`src/rtl/i2c_regwr_pkg.sv`:
```
// Package: shared types of the I2C register-write slave.
// Assumes: 8-bit bytes on the bus and an 8-bit register space.
package i2c_regwr_pkg;
    localparam int unsigned BYTE_W = 8;

    // Transfer phase of the slave controller
    typedef enum logic [2:0] {
        PH_IDLE,    // waiting for START
        PH_DEVID,   // shifting in the device address byte
        PH_REGPTR,  // shifting in the register pointer byte
        PH_WDATA,   // shifting in a data byte
        PH_ACKBIT,  // driving the acknowledge bit
        PH_RDHOLD,  // matched read, holding until START/STOP
        PH_SKIP     // not addressed, ignoring until START
    } xfer_phase_e;
endpackage

```
`src/rtl/i2c_line_sync.sv`:
```
// Module: i2c_line_sync
// Brings one asynchronous bus line into the clk domain through a
// flop chain and reports single-cycle rise and fall events.
// Assumes: an idle bus line is high, so every flop resets to 1.
module i2c_line_sync #(
    parameter int unsigned STAGES = 2
) (
    input  logic clk,
    input  logic rst_n,
    input  logic line_i,
    output logic level_o,
    output logic rise_o,
    output logic fall_o
);
    localparam int unsigned TOP = STAGES - 1;

    logic [STAGES-1:0] chain_q;
    logic              last_q;

    generate
        if (STAGES == 1) begin : g_single
            // Single stage: capture the raw line
            always_ff @(posedge clk) begin
                if (!rst_n) chain_q <= '1;
                else        chain_q <= line_i;
            end
        end else begin : g_chain
            // Multi stage: shift the raw line through the chain
            always_ff @(posedge clk) begin
                if (!rst_n) chain_q <= '1;
                else        chain_q <= {chain_q[STAGES-2:0], line_i};
            end
        end
    endgenerate

    // Keep the previous synchronized level for edge detection
    always_ff @(posedge clk) begin
        if (!rst_n) last_q <= 1'b1;
        else        last_q <= chain_q[TOP];
    end

    assign level_o = chain_q[TOP];
    assign rise_o  = chain_q[TOP] & ~last_q;
    assign fall_o  = ~chain_q[TOP] & last_q;
endmodule

```
`src/rtl/i2c_bus_cond.sv`:
```
// Module: i2c_bus_cond
// Decodes START and STOP from synchronized SCL level and SDA edges.
// Assumes: SDA only moves while SCL is low during data bits, so an
// SDA edge seen while SCL is high is a bus condition.
module i2c_bus_cond (
    input  logic scl_level,
    input  logic sda_rise,
    input  logic sda_fall,
    output logic start_o,
    output logic stop_o
);
    // Classify SDA edges that happen while SCL is high
    always_comb begin
        start_o = scl_level & sda_fall;
        stop_o  = scl_level & sda_rise;
    end
endmodule

```
`src/rtl/i2c_byte_rx.sv`:
```
// Module: i2c_byte_rx
// Shifts bus bits in MSB first and flags the 8th bit, presenting the
// full byte (including that 8th bit) in the same cycle.
// Assumes: sample_i is a single-cycle SCL-rise event.
module i2c_byte_rx #(
    parameter int unsigned BITS = 8
) (
    input  logic            clk,
    input  logic            rst_n,
    input  logic            clear_i,
    input  logic            sample_i,
    input  logic            bit_i,
    output logic [BITS-1:0] byte_o,
    output logic            done_o
);
    localparam int unsigned CNT_W = $clog2(BITS);
    localparam logic [CNT_W-1:0] LAST = CNT_W'(BITS - 1);

    logic [BITS-1:0]  shift_q;
    logic [CNT_W-1:0] count_q;

    // Shift register and bit counter; the counter wraps after each byte
    always_ff @(posedge clk) begin
        if (!rst_n || clear_i) begin
            shift_q <= '0;
            count_q <= '0;
        end else if (sample_i) begin
            shift_q <= {shift_q[BITS-2:0], bit_i};
            count_q <= (count_q == LAST) ? '0 : count_q + 1'b1;
        end
    end

    assign byte_o = {shift_q[BITS-2:0], bit_i};
    assign done_o = sample_i && (count_q == LAST);
endmodule

```
`src/rtl/i2c_xfer_fsm.sv`:
```
// Module: i2c_xfer_fsm
// Transfer controller: address compare, acknowledge timing, register
// pointer load and auto-increment, and the write strobe.
// Assumes: start/stop/scl_fall are single-cycle events in clk domain.
module i2c_xfer_fsm
    import i2c_regwr_pkg::*;
#(
    parameter int unsigned ADDR_W  = 8,
    parameter logic [5:0]  DEV_HI  = 6'h0D
) (
    input  logic              clk,
    input  logic              rst_n,
    input  logic              start_i,
    input  logic              stop_i,
    input  logic              scl_fall_i,
    input  logic              strap_i,
    input  logic              byte_done_i,
    input  logic [BYTE_W-1:0] byte_i,
    output logic              rx_active_o,
    output logic              ack_o,
    output logic [ADDR_W-1:0] reg_addr_o,
    output logic [BYTE_W-1:0] wr_data_o,
    output logic              wr_en_o,
    output logic              rd_mode_o,
    output logic [ADDR_W-1:0] ptr_o
);
    xfer_phase_e      phase_q;
    xfer_phase_e      after_ack_q;
    logic             ack_q;
    logic             rd_q;
    logic             wr_q;
    logic [ADDR_W-1:0] ptr_q;
    logic [ADDR_W-1:0] reg_addr_q;
    logic [BYTE_W-1:0] wr_data_q;
    logic [6:0]        dev_id;

    // Own 7-bit device address with the strap as LSB
    assign dev_id = {DEV_HI, strap_i};

    // Main phase machine with write strobe and pointer handling
    always_ff @(posedge clk) begin
        if (!rst_n) begin
            phase_q     <= PH_IDLE;
            after_ack_q <= PH_IDLE;
            ack_q       <= 1'b0;
            rd_q        <= 1'b0;
            wr_q        <= 1'b0;
            ptr_q       <= '0;
            reg_addr_q  <= '0;
            wr_data_q   <= '0;
        end else begin
            wr_q <= 1'b0;
            if (start_i) begin
                phase_q <= PH_DEVID;
                ack_q   <= 1'b0;
                rd_q    <= 1'b0;
            end else if (stop_i) begin
                phase_q <= PH_IDLE;
                ack_q   <= 1'b0;
                rd_q    <= 1'b0;
            end else begin
                unique case (phase_q)
                    PH_DEVID: if (byte_done_i) begin
                        if (byte_i[7:1] == dev_id) begin
                            phase_q     <= PH_ACKBIT;
                            after_ack_q <= byte_i[0] ? PH_RDHOLD : PH_REGPTR;
                            rd_q        <= byte_i[0];
                        end else begin
                            phase_q <= PH_SKIP;
                        end
                    end
                    PH_REGPTR: if (byte_done_i) begin
                        ptr_q       <= ADDR_W'(byte_i);
                        phase_q     <= PH_ACKBIT;
                        after_ack_q <= PH_WDATA;
                    end
                    PH_WDATA: if (byte_done_i) begin
                        reg_addr_q  <= ptr_q;
                        wr_data_q   <= byte_i;
                        wr_q        <= 1'b1;
                        ptr_q       <= ptr_q + 1'b1;
                        phase_q     <= PH_ACKBIT;
                        after_ack_q <= PH_WDATA;
                    end
                    PH_ACKBIT: if (scl_fall_i) begin
                        if (!ack_q) begin
                            ack_q <= 1'b1;
                        end else begin
                            ack_q   <= 1'b0;
                            phase_q <= after_ack_q;
                        end
                    end
                    default: ;
                endcase
            end
        end
    end

    assign rx_active_o = (phase_q == PH_DEVID) || (phase_q == PH_REGPTR) ||
                         (phase_q == PH_WDATA);
    assign ack_o       = ack_q;
    assign reg_addr_o  = reg_addr_q;
    assign wr_data_o   = wr_data_q;
    assign wr_en_o     = wr_q;
    assign rd_mode_o   = rd_q;
    assign ptr_o       = ptr_q;
endmodule

```
`src/rtl/i2c_regwr_slave.sv`:
```
// Module: i2c_regwr_slave (top)
// I2C slave that acknowledges its strapped address and turns write
// transfers into auto-incrementing register write strobes.
// Assumes: clk is at least 8x the SCL rate; sda_pull feeds an
// open-drain pad, so SDA is only ever pulled low.
module i2c_regwr_slave #(
    parameter int unsigned SYNC_STAGES = 2,
    parameter int unsigned ADDR_W      = 8,
    parameter logic [5:0]  DEV_HI      = 6'h0D
) (
    input  logic              clk,
    input  logic              rst_n,
    input  logic              scl_i,
    input  logic              sda_i,
    input  logic              addr_sel,
    output logic              sda_pull,
    output logic [ADDR_W-1:0] reg_addr,
    output logic [7:0]        wr_data,
    output logic              wr_en,
    output logic              rd_mode
);
    import i2c_regwr_pkg::*;

    logic scl_lvl, scl_rise, scl_fall;
    logic sda_lvl, sda_rise, sda_fall;
    logic start_det, stop_det;
    logic rx_active, byte_done;
    logic [BYTE_W-1:0] rx_byte;
    logic [ADDR_W-1:0] wr_ptr;

    i2c_line_sync #(.STAGES(SYNC_STAGES)) u_scl_sync (
        .clk(clk), .rst_n(rst_n), .line_i(scl_i),
        .level_o(scl_lvl), .rise_o(scl_rise), .fall_o(scl_fall)
    );

    i2c_line_sync #(.STAGES(SYNC_STAGES)) u_sda_sync (
        .clk(clk), .rst_n(rst_n), .line_i(sda_i),
        .level_o(sda_lvl), .rise_o(sda_rise), .fall_o(sda_fall)
    );

    i2c_bus_cond u_cond (
        .scl_level(scl_lvl), .sda_rise(sda_rise), .sda_fall(sda_fall),
        .start_o(start_det), .stop_o(stop_det)
    );

    i2c_byte_rx #(.BITS(BYTE_W)) u_rx (
        .clk(clk), .rst_n(rst_n), .clear_i(start_det),
        .sample_i(scl_rise & rx_active), .bit_i(sda_lvl),
        .byte_o(rx_byte), .done_o(byte_done)
    );

    i2c_xfer_fsm #(.ADDR_W(ADDR_W), .DEV_HI(DEV_HI)) u_fsm (
        .clk(clk), .rst_n(rst_n),
        .start_i(start_det), .stop_i(stop_det), .scl_fall_i(scl_fall),
        .strap_i(addr_sel), .byte_done_i(byte_done), .byte_i(rx_byte),
        .rx_active_o(rx_active), .ack_o(sda_pull),
        .reg_addr_o(reg_addr), .wr_data_o(wr_data), .wr_en_o(wr_en),
        .rd_mode_o(rd_mode), .ptr_o(wr_ptr)
    );
endmodule


```
`config.mk`:
```
export PLATFORM = sky130hd
export DESIGN_NAME = i2c_regwr_slave
export DESIGN_NICKNAME = d
export VERILOG_FILES = /design/src/rtl/i2c_regwr_pkg.sv /design/src/rtl/i2c_line_sync.sv /design/src/rtl/i2c_bus_cond.sv /design/src/rtl/i2c_byte_rx.sv /design/src/rtl/i2c_xfer_fsm.sv /design/src/rtl/i2c_regwr_slave.sv
export SDC_FILE = /design/constraint.sdc
export NUM_CORES = 1
export LEC_CHECK = 0
export CAP_MARGIN = 0
export CORE_MARGIN = 5
export CORE_UTILIZATION = 57
export CTS_CLUSTER_SIZE = 20
export DETAILED_ROUTE_END_ITERATION = 6
export PLACE_DENSITY = 0.81
export SETUP_SLACK_MARGIN = 0.2
export SYNTH_ARGS = -nofsm -noshare
export SYNTH_HDL_FRONTEND = slang
export SYNTH_HIERARCHICAL = 1
export SYNTH_SLANG_ARGS = --single-unit
```
`constraint.sdc`:
```
create_clock -name clk -period 4.65 [get_ports clk]
set_clock_uncertainty 0.15 [all_clocks]
set_input_delay 1.395 -clock clk [delete_from_list [all_inputs] [get_ports clk]]
set_output_delay 1.395 -clock clk [all_outputs]
set_load 0.02 [all_outputs]
```
==> metrics.log, run 1 <==
INFO  metric fin_tns_setup = 0 ns
INFO  metric drt_iter0_drc = 156
INFO  metric layout.cells.non_filler = 313
INFO  metric dp_worst_setup_slack = 1.540 ns
INFO  metric clock_tree.htree_level_count = 2
INFO  metric syn_avg_cell_area = 8.774 um2
INFO  metric hold_violations = 0
INFO  metric power-per-cell-area = 282.5 nW/um2
INFO  metric clockRootBuffer = sky130_fd_sc_hd__clkbuf_8
INFO  metric synthFlopType = sky130_fd_sc_hd__dfxtp_1
INFO  metric routed_length_per_instance = 13.89 um
INFO  metric detail_placement_hpwl = 3.000 mm
INFO  metric antenna_violations_before_repair = 0
INFO  metric cellLeakagePower = 0.0008359 uW
INFO  metric grt_max_degree = 28
INFO  metric clkLatencyLatePin = 0.30 ns
INFO  metric post-cts-setup-buffers = 0
INFO  metric post_synth_num_cell_types = 49
INFO  metric die_width = 71.41 um
INFO  metric routed_wirelength = 4.348 mm
INFO  metric max_cap_viol_count = 0
INFO  metric post-route-cell-area = 2481 um2
INFO  metric synthToLayoutAreaGrowth = 15.42%
INFO  metric cts_max_path_buffers = 2
INFO  metric yosysWarnings = 6
INFO  metric start_kind = flip-flop
INFO  metric grt_pass1_wl = 7.555 mm
INFO  metric vias_per_cell = 5.703
INFO  metric nFillCells = 301
INFO  metric critPathRequiredTime = 4.74 ns
INFO  metric setup_ws = 1.714 ns
INFO  metric grt_usage = 0.1830
INFO  metric setup_viol = 0
INFO  metric worst_supply_voltage_drop_on_vdd = 0.2314 mV
INFO  metric number_of_gates_resized_after_cts = 0
INFO  metric max-slew-margin-rel = 0.5935
INFO  metric io_pins = 24
INFO  metric row_count = 22
INFO  metric timing.final.crit_share = 0.6314
INFO  metric syn-cell-area = 2150 um2
INFO  metric synth_async_sr_flop_share = 0
INFO  metric grt_overflow_total = 0
INFO  metric coreArea = 3661 um2
INFO  metric tritoncts = built
INFO  metric drcViolationCount = 0
INFO  metric cts.reportedPaths.clkPinSlew = 0.08 ns
INFO  metric mappedNetlistNets = 253
INFO  metric n_antenna_cell = 0
INFO  metric report.final.slew_viol_count = 0
INFO  metric clock_sink_count = 49
INFO  metric routabilityCongestion = 0.9039
INFO  metric tritoncts.num_buffers = 5
INFO  metric holdCritPathClass = reg2reg
INFO  metric placedInstanceArea = 2391 um2
INFO  metric synth-edff-count = 0
INFO  metric dp.cells = 306
INFO  metric io_buffers = 23
INFO  metric setup_repair_after_global_routing_missed_its_margin = no
INFO  metric finish.net_count = 273
INFO  metric critical_path.startpoint = u_fsm/phase_q[0]$_SDFFE_PN0P_
INFO  metric setup.worst_path.end_class = flip-flop
INFO  metric fp.dieH = 71.41 um
INFO  metric netlist.area_leader.share = 0.4563
INFO  metric min_period = 2.936 ns
INFO  metric die-area = 5099 um2
INFO  metric start_util = 0.5871
INFO  metric holdBufCountCts = 0
INFO  metric critPathMaxFanout = 16
INFO  metric worstReg2RegStart = u_fsm/phase_q[0]$_SDFFE_PN0P_
INFO  metric dr_total_vias = 1785
INFO  metric fin_worst_hold_slack = 0.2702 ns
INFO  metric crit_type = reg2reg
INFO  metric dr.pass1.iters = 4
INFO  metric crit_arrival = 3.02 ns
INFO  metric synth-seq-cells = 49
INFO  metric ys_top_cells_by_area = sky130_fd_sc_hd__dfxtp_1 46%, sky130_fd_sc_hd__nand2_1 7.9%, sky130_fd_sc_hd__a21oi_1 6.8%
INFO  metric timing.hold.worst.start = u_sda_sync/chain_q[0]$_SDFF_PN1_
INFO  metric first_global_vias = 1652
INFO  metric layout_cell_share_with_drive_strength_beyond_1 = 0.07170
INFO  metric yosysTopAreaCell = sky130_fd_sc_hd__dfxtp_1
INFO  metric fmax = 340.6 MHz
INFO  metric worst-slew-pin-transition = 0.6098 ns
INFO  metric synth_sequential_area_ratio = 0.4563
INFO  metric post_synth_inst_count = 245
INFO  metric final_antenna_net_count = 0
INFO  metric status = finished, final reports clean
-- state kept, by name (all words and copies together) (netlist names) --
name                flops
u_fsm/ptr_o             8
u_fsm/reg_addr_o        8
u_fsm/wr_data_o         8
u_rx/shift_q            7
u_fsm/after_ack_q       3
u_fsm/phase_q           3
u_rx/count_q            3
u_scl_sync/chain_q      2
u_sda_sync/chain_q      2
u_fsm/ack_o             1
u_fsm/rd_mode_o         1
u_fsm/wr_en_o           1
u_scl_sync/last_q       1
u_sda_sync/last_q       1
-- routing by layer --
layer  track usage  up-vias  wire length (um)
met5             0        -                 0
met4       0.08559        0                61
met3       0.04488        8               231
met2        0.2755       45              2054
met1        0.2461      840              2000
li1              -      892                 -
-- placed cells by master, fill, tap and decap left out, drive strengths merged, types with 2 or more instances in the layout --
cell | synthesis | routed
dfxtp | 49 | 49
nand2 | 46 | 46
a21oi | 29 | 29
clkdlybuf4s50 | 0 | 23
nor2 | 18 | 18
nand2b | 11 | 11
nor2b | 8 | 8
mux2i | 8 | 8
clkbuf | 5 | 6
nand3 | 6 | 6
a211oi | 5 | 5
and2 | 4 | 4
nor3 | 4 | 4
nor3b | 4 | 4
o21ai | 3 | 3
nand4 | 3 | 3
ha | 3 | 3
nand3b | 2 | 2
a311oi | 2 | 2
a41oi | 2 | 2
or3 | 2 | 2
inv | 2 | 2
o211ai | 2 | 2
o32ai | 2 | 2
or3b | 2 | 2
-- worst paths after layout --
| check | to | slack [ns] | cells past startpoint |
|---|---|---|---|
| max | u_fsm/wr_data_o[1]$_SDFFE_PN0P_ | 1.71 | 7 |
| min | u_sda_sync/chain_q[1]$_SDFF_PN1_ | 0.27 | 1 |
| max reg2reg | u_fsm/wr_data_o[1]$_SDFFE_PN0P_ | 1.71 | 7 |
| min reg2reg | u_sda_sync/chain_q[1]$_SDFF_PN1_ | 0.27 | 1 |
-- where the power goes --
part | switching, uW | total, uW | internal (uW)
Sequential | 3.35 | 425 | 422
Clock | 136 | 254 | 118
Combinational | 12.8 | 21.8 | 9.06
-- cells by family after synthesis --
kind of cell,Yosys count,share of synthesized area
multiplexers,8,0.03725
buffers and inverters,14,0.03143
AO/OA/AOI/OAI,53,0.1607
adder cells (fa/ha/maj),3,0.01746
flip-flops,49,0.4563
AND/OR/NAND/NOR,116,0.2887
XOR/XNOR,2,0.008150
-- area by class of cell --
class,instances,area [um2],area share
Clock buffer,6,82.58,0.03328
Clock inverter,1,7.507,0.003026
Inverter,3,11.26,0.004539
Multi-Input combinational cell,182,1101,0.4438
Sequential cell,49,980.9,0.3954
Tap cell,48,60.06,0.02421
Timing Repair Buffer,24,237.7,0.09581
-- metrics by stage --
step,total power (uW),utilization
final,700.9,0.6777
after floorplan,448.4,-
after global placement,456.5,0.6531
after detailed placement,457.0,0.6531
after global routing,726.9,0.6777
after CTS,704.5,0.6777
-- cell usage after synthesis (3+ instances only) --
master	n
sky130_fd_sc_hd__nor3_1	4
sky130_fd_sc_hd__buf_4	3
sky130_fd_sc_hd__buf_2	3
sky130_fd_sc_hd__nand4_1	3
sky130_fd_sc_hd__dfxtp_1	49
sky130_fd_sc_hd__o21ai_0	3
sky130_fd_sc_hd__a211oi_1	3
sky130_fd_sc_hd__ha_1	3
sky130_fd_sc_hd__a21oi_1	29
sky130_fd_sc_hd__mux2i_1	8
sky130_fd_sc_hd__nor2_1	16
sky130_fd_sc_hd__nor3b_2	3
sky130_fd_sc_hd__and2_1	4
sky130_fd_sc_hd__nand3_1	6
sky130_fd_sc_hd__nand2b_1	11
sky130_fd_sc_hd__nor2b_1	8
sky130_fd_sc_hd__clkbuf_1	5
sky130_fd_sc_hd__nand2_1	45
-- critical path, cell delays in order (launching register included) --
cell and delay [ns]:
sky130_fd_sc_hd__dfxtp_1 0.57, sky130_fd_sc_hd__o21ba_2 0.25, sky130_fd_sc_hd__and2_1 0.52, sky130_fd_sc_hd__and2_1 0.33, sky130_fd_sc_hd__or3b_4 0.47, sky130_fd_sc_hd__nor2_4 0.33, sky130_fd_sc_hd__nand2_1 0.11, sky130_fd_sc_hd__a21oi_1 0.13
No activity file was read; power rests on OpenSTA's default activity.
==> run 2, diff against run 1 <==
--- a/config.mk
+++ b/config.mk
@@ -7,10 +7,10 @@
 export LEC_CHECK = 0
 export CAP_MARGIN = 0
 export CORE_MARGIN = 5
-export CORE_UTILIZATION = 57
+export CORE_UTILIZATION = 50
 export CTS_CLUSTER_SIZE = 20
 export DETAILED_ROUTE_END_ITERATION = 6
-export PLACE_DENSITY = 0.81
+export PLACE_DENSITY = 0.75
 export SETUP_SLACK_MARGIN = 0.2
 export SYNTH_ARGS = -nofsm -noshare
 export SYNTH_HDL_FRONTEND = slang
==> constraint.sdc (replaced) <==
create_clock -name clk -period 2.4 [get_ports clk]
set_clock_uncertainty 0.15 [all_clocks]
set_input_delay 0.72 -clock clk [delete_from_list [all_inputs] [get_ports clk]]
set_output_delay 0.72 -clock clk [all_outputs]
set_load 0.02 [all_outputs]
==> run 2 against run 1 <==
Die area grew 12%. Combinational power grew 140%. First-iteration DRC count decreased by 4.5%. Clock power grew 140%. Final area up 6.9%. Register-to-register slack got worse by 1.4 ns. Wire length grew 11%. Critical endpoint is now reg_addr[1].
==> metrics.log, run 2 (synthesized netlist as in run 1, its figures left out) <==
INFO  metric grt_util_met2 = 0.2915
INFO  metric grt_overflow_total = 0
INFO  metric intPower = 1178 uW
INFO  metric critPathBufInv = 1
INFO  metric power.combinational.fraction = 0.035
INFO  metric groute.layer.met1.usage = 0.2322
INFO  metric grt_pass1_wl = 7.734 mm
INFO  metric cts.reportedPaths.clkPinSlew = 0.09 ns
INFO  metric min_period = 2.129 ns
INFO  metric part_of_the_total_power_dissipated_in_the_clock_network = 0.409
INFO  metric report.final.slew_viol_count = 0
INFO  metric routabilityCongestion = 0.8544
INFO  metric detail_placement_hpwl = 3.270 mm
INFO  metric p_sw_frac = 0.2021
INFO  metric die_width = 75.57 um
INFO  metric fmax = 469.6 MHz
INFO  metric cp_cell_sequence = clkdlybuf4s50_1
INFO  metric drt_iter0_drc = 149
INFO  metric clockRootBuffer = sky130_fd_sc_hd__clkbuf_8
INFO  metric groute.layer.met3.usage = 0.04090
INFO  metric setup_repair_after_global_routing_missed_its_margin = no
INFO  metric hold_violations = 0
INFO  metric finalCoreUtilization = 0.6491
INFO  metric design_power_total = 1476 uW
INFO  metric crit_type = reg2out
INFO  metric holdBufCountCts = 0
INFO  metric seq_power_share = 0.556
INFO  metric worst_supply_voltage_drop_on_vdd = 0.4023 mV
INFO  metric fin_tns_setup = 0 ns
INFO  metric max_cap_viol_count = 0
INFO  metric die-area = 5710 um2
INFO  metric worstRegToRegCells = 8
INFO  metric cp_top_family = buffers and inverters
INFO  metric tritoncts = built
INFO  metric status = finished, final reports clean
INFO  metric drcViolationCount = 0
INFO  metric coreArea = 4086 um2
INFO  metric layout.cells.most_common = sky130_fd_sc_hd__dfxtp_1
INFO  metric holdCritPathClass = reg2reg
INFO  metric cellLeakagePower = 0.0009463 uW
INFO  metric antenna_violations_before_repair = 0
INFO  metric worst-slew-pin-transition = 0.4776 ns
INFO  metric setup.worst_path.end_class = primary output
INFO  metric row_count = 23
INFO  metric setup_viol = 0
INFO  metric synthToLayoutAreaGrowth = 23.40%
INFO  metric first_global_vias = 1650
INFO  metric cpMaxStageDelayCell = sky130_fd_sc_hd__clkdlybuf4s50_1
INFO  metric dr.pass1.iters = 6
INFO  metric finish.net_count = 287
INFO  metric vias_per_cell = 5.648
INFO  metric grt_max_degree = 28
INFO  metric clock_sink_count = 49
INFO  metric critical-path-max-stage-delay = 0.61 ns
INFO  metric routed_length_per_instance = 14.61 um
INFO  metric io_pins = 24
INFO  metric dr_total_vias = 1864
INFO  metric critPathRequiredTime = 1.53 ns
INFO  metric layout.cells.non_filler = 330
INFO  metric cp.depth = 1
INFO  metric clkLatencyLatePin = 0.30 ns
INFO  metric grt_usage = 0.1785
INFO  metric leading_cell_types_in_the_layout_fill_and_taps_excluded = 48 x sky130_fd_sc_hd__dfxtp_1, 45 x sky130_fd_sc_hd__nand2_1, 29 x sky130_fd_sc_hd__a21oi_1, 22 x sky130_fd_sc_hd__clkdlybuf4s50_1, 16 x sky130_fd_sc_hd__nor2_1
INFO  metric critPathMaxFanout = 2
INFO  metric dp.cells = 316
INFO  metric p_switching = 298.3 uW
INFO  metric layout_cell_share_with_drive_strength_beyond_1 = 0.1357
INFO  metric io_buffers = 23
INFO  metric cts_max_path_buffers = 2
INFO  metric busiest_layer = met2
INFO  metric crit_arrival = 1.26 ns
INFO  metric tritoncts.num_buffers = 5
INFO  metric routed_wirelength = 4.821 mm
INFO  metric final_antenna_net_count = 0
INFO  metric clock_tree.htree_level_count = 2
INFO  metric timing.final.crit_share = 0.8873
INFO  metric worstHoldPathCells = 1
INFO  metric fp.dieH = 75.57 um
INFO  metric r2r_setup_slack = 0.27 ns
INFO  metric n_antenna_cell = 0
INFO  metric max-slew-margin-rel = 0.6772
INFO  metric start_util = 0.5260
INFO  metric power-per-cell-area = 556.4 nW/um2
INFO  metric start_kind = flip-flop
[run 2: cell types whose count changed in the layout (fill, tap and decap cells not counted), sizes merged]
cell           delta
clkinvlp          -1
bufinv            +1
clkbuf            +1
dlygate4sd2       +1
clkdlybuf4s50     -1
buf              +14
[run 2: worst register-to-register path, cell delays in order, from the launching register on]
cell and delay [ns]:
sky130_fd_sc_hd__dfxtp_1 0.32, sky130_fd_sc_hd__o21ba_2 0.27, sky130_fd_sc_hd__and2_4 0.15, sky130_fd_sc_hd__and2_4 0.17
sky130_fd_sc_hd__or3b_4 0.45, sky130_fd_sc_hd__nor2_8 0.17, sky130_fd_sc_hd__buf_4 0.16, sky130_fd_sc_hd__buf_4 0.11
sky130_fd_sc_hd__a311oi_2 0.08
[run 2: what timing repair did]
action                                  in CTS  in global routing
gates resized for setup                      1                  7
setup buffers                                0                  6
endpoints found under the setup margin       1                 19
pin swaps                                    0                  2
[run 2: metrics by stage]
step	setup slack, ns	hold slack, ns	area [um2]
5_1_grt	0.1873	0.3092	2653
2_1_floorplan	0.2192	0.2363	2165
4_1_cts	0.2498	0.2678	2586
3_5_place_dp	0.2026	0.2468	2471
3_3_place_gp	0.2381	0.2390	2471
6_report	0.2705	0.2622	2653
[run 2: final timing paths]
check                                    from                               end
max          u_fsm/reg_addr_o[1]$_SDFFE_PN0P_                       reg_addr[1]
min          u_scl_sync/chain_q[0]$_SDFF_PN1_  u_scl_sync/chain_q[1]$_SDFF_PN1_
max reg2reg     u_fsm/phase_q[2]$_SDFFE_PP0P_       u_fsm/ptr_o[1]$_SDFFE_PN0P_
min reg2reg  u_scl_sync/chain_q[0]$_SDFF_PN1_  u_scl_sync/chain_q[1]$_SDFF_PN1_
[run 2: routing by layer]
layer / share of wire / routed length [um] / vias up
li1: - / - / 931
met1: 0.46 / 2212 / 872
met2: 0.47 / 2265 / 57
met3: 0.063 / 304 / 4
met4: 0.0079 / 38 / 0
met5: 0 / 0 / -
[run 2: power groups by stage]
stage	Sequential [uW]	Clock, uW	Combinational, uW
floorplan	838	0	31.3
global placement	839	0	49.6
detailed placement	840	0	49.9
CTS	821	618	50.1
global route	822	657	55.1
finish	820	604	51.3
[run 2: cell type report]
type | instances | area (um2)
Multi-Input combinational cell | 182 | 1126
Clock buffer | 7 | 86.33
Inverter | 3 | 11.26
Clock inverter | 1 | 30.03
Sequential cell | 49 | 982.2
Tap cell | 50 | 62.56
Timing Repair Buffer | 38 | 354.1
Fill cell | 351 | 1434
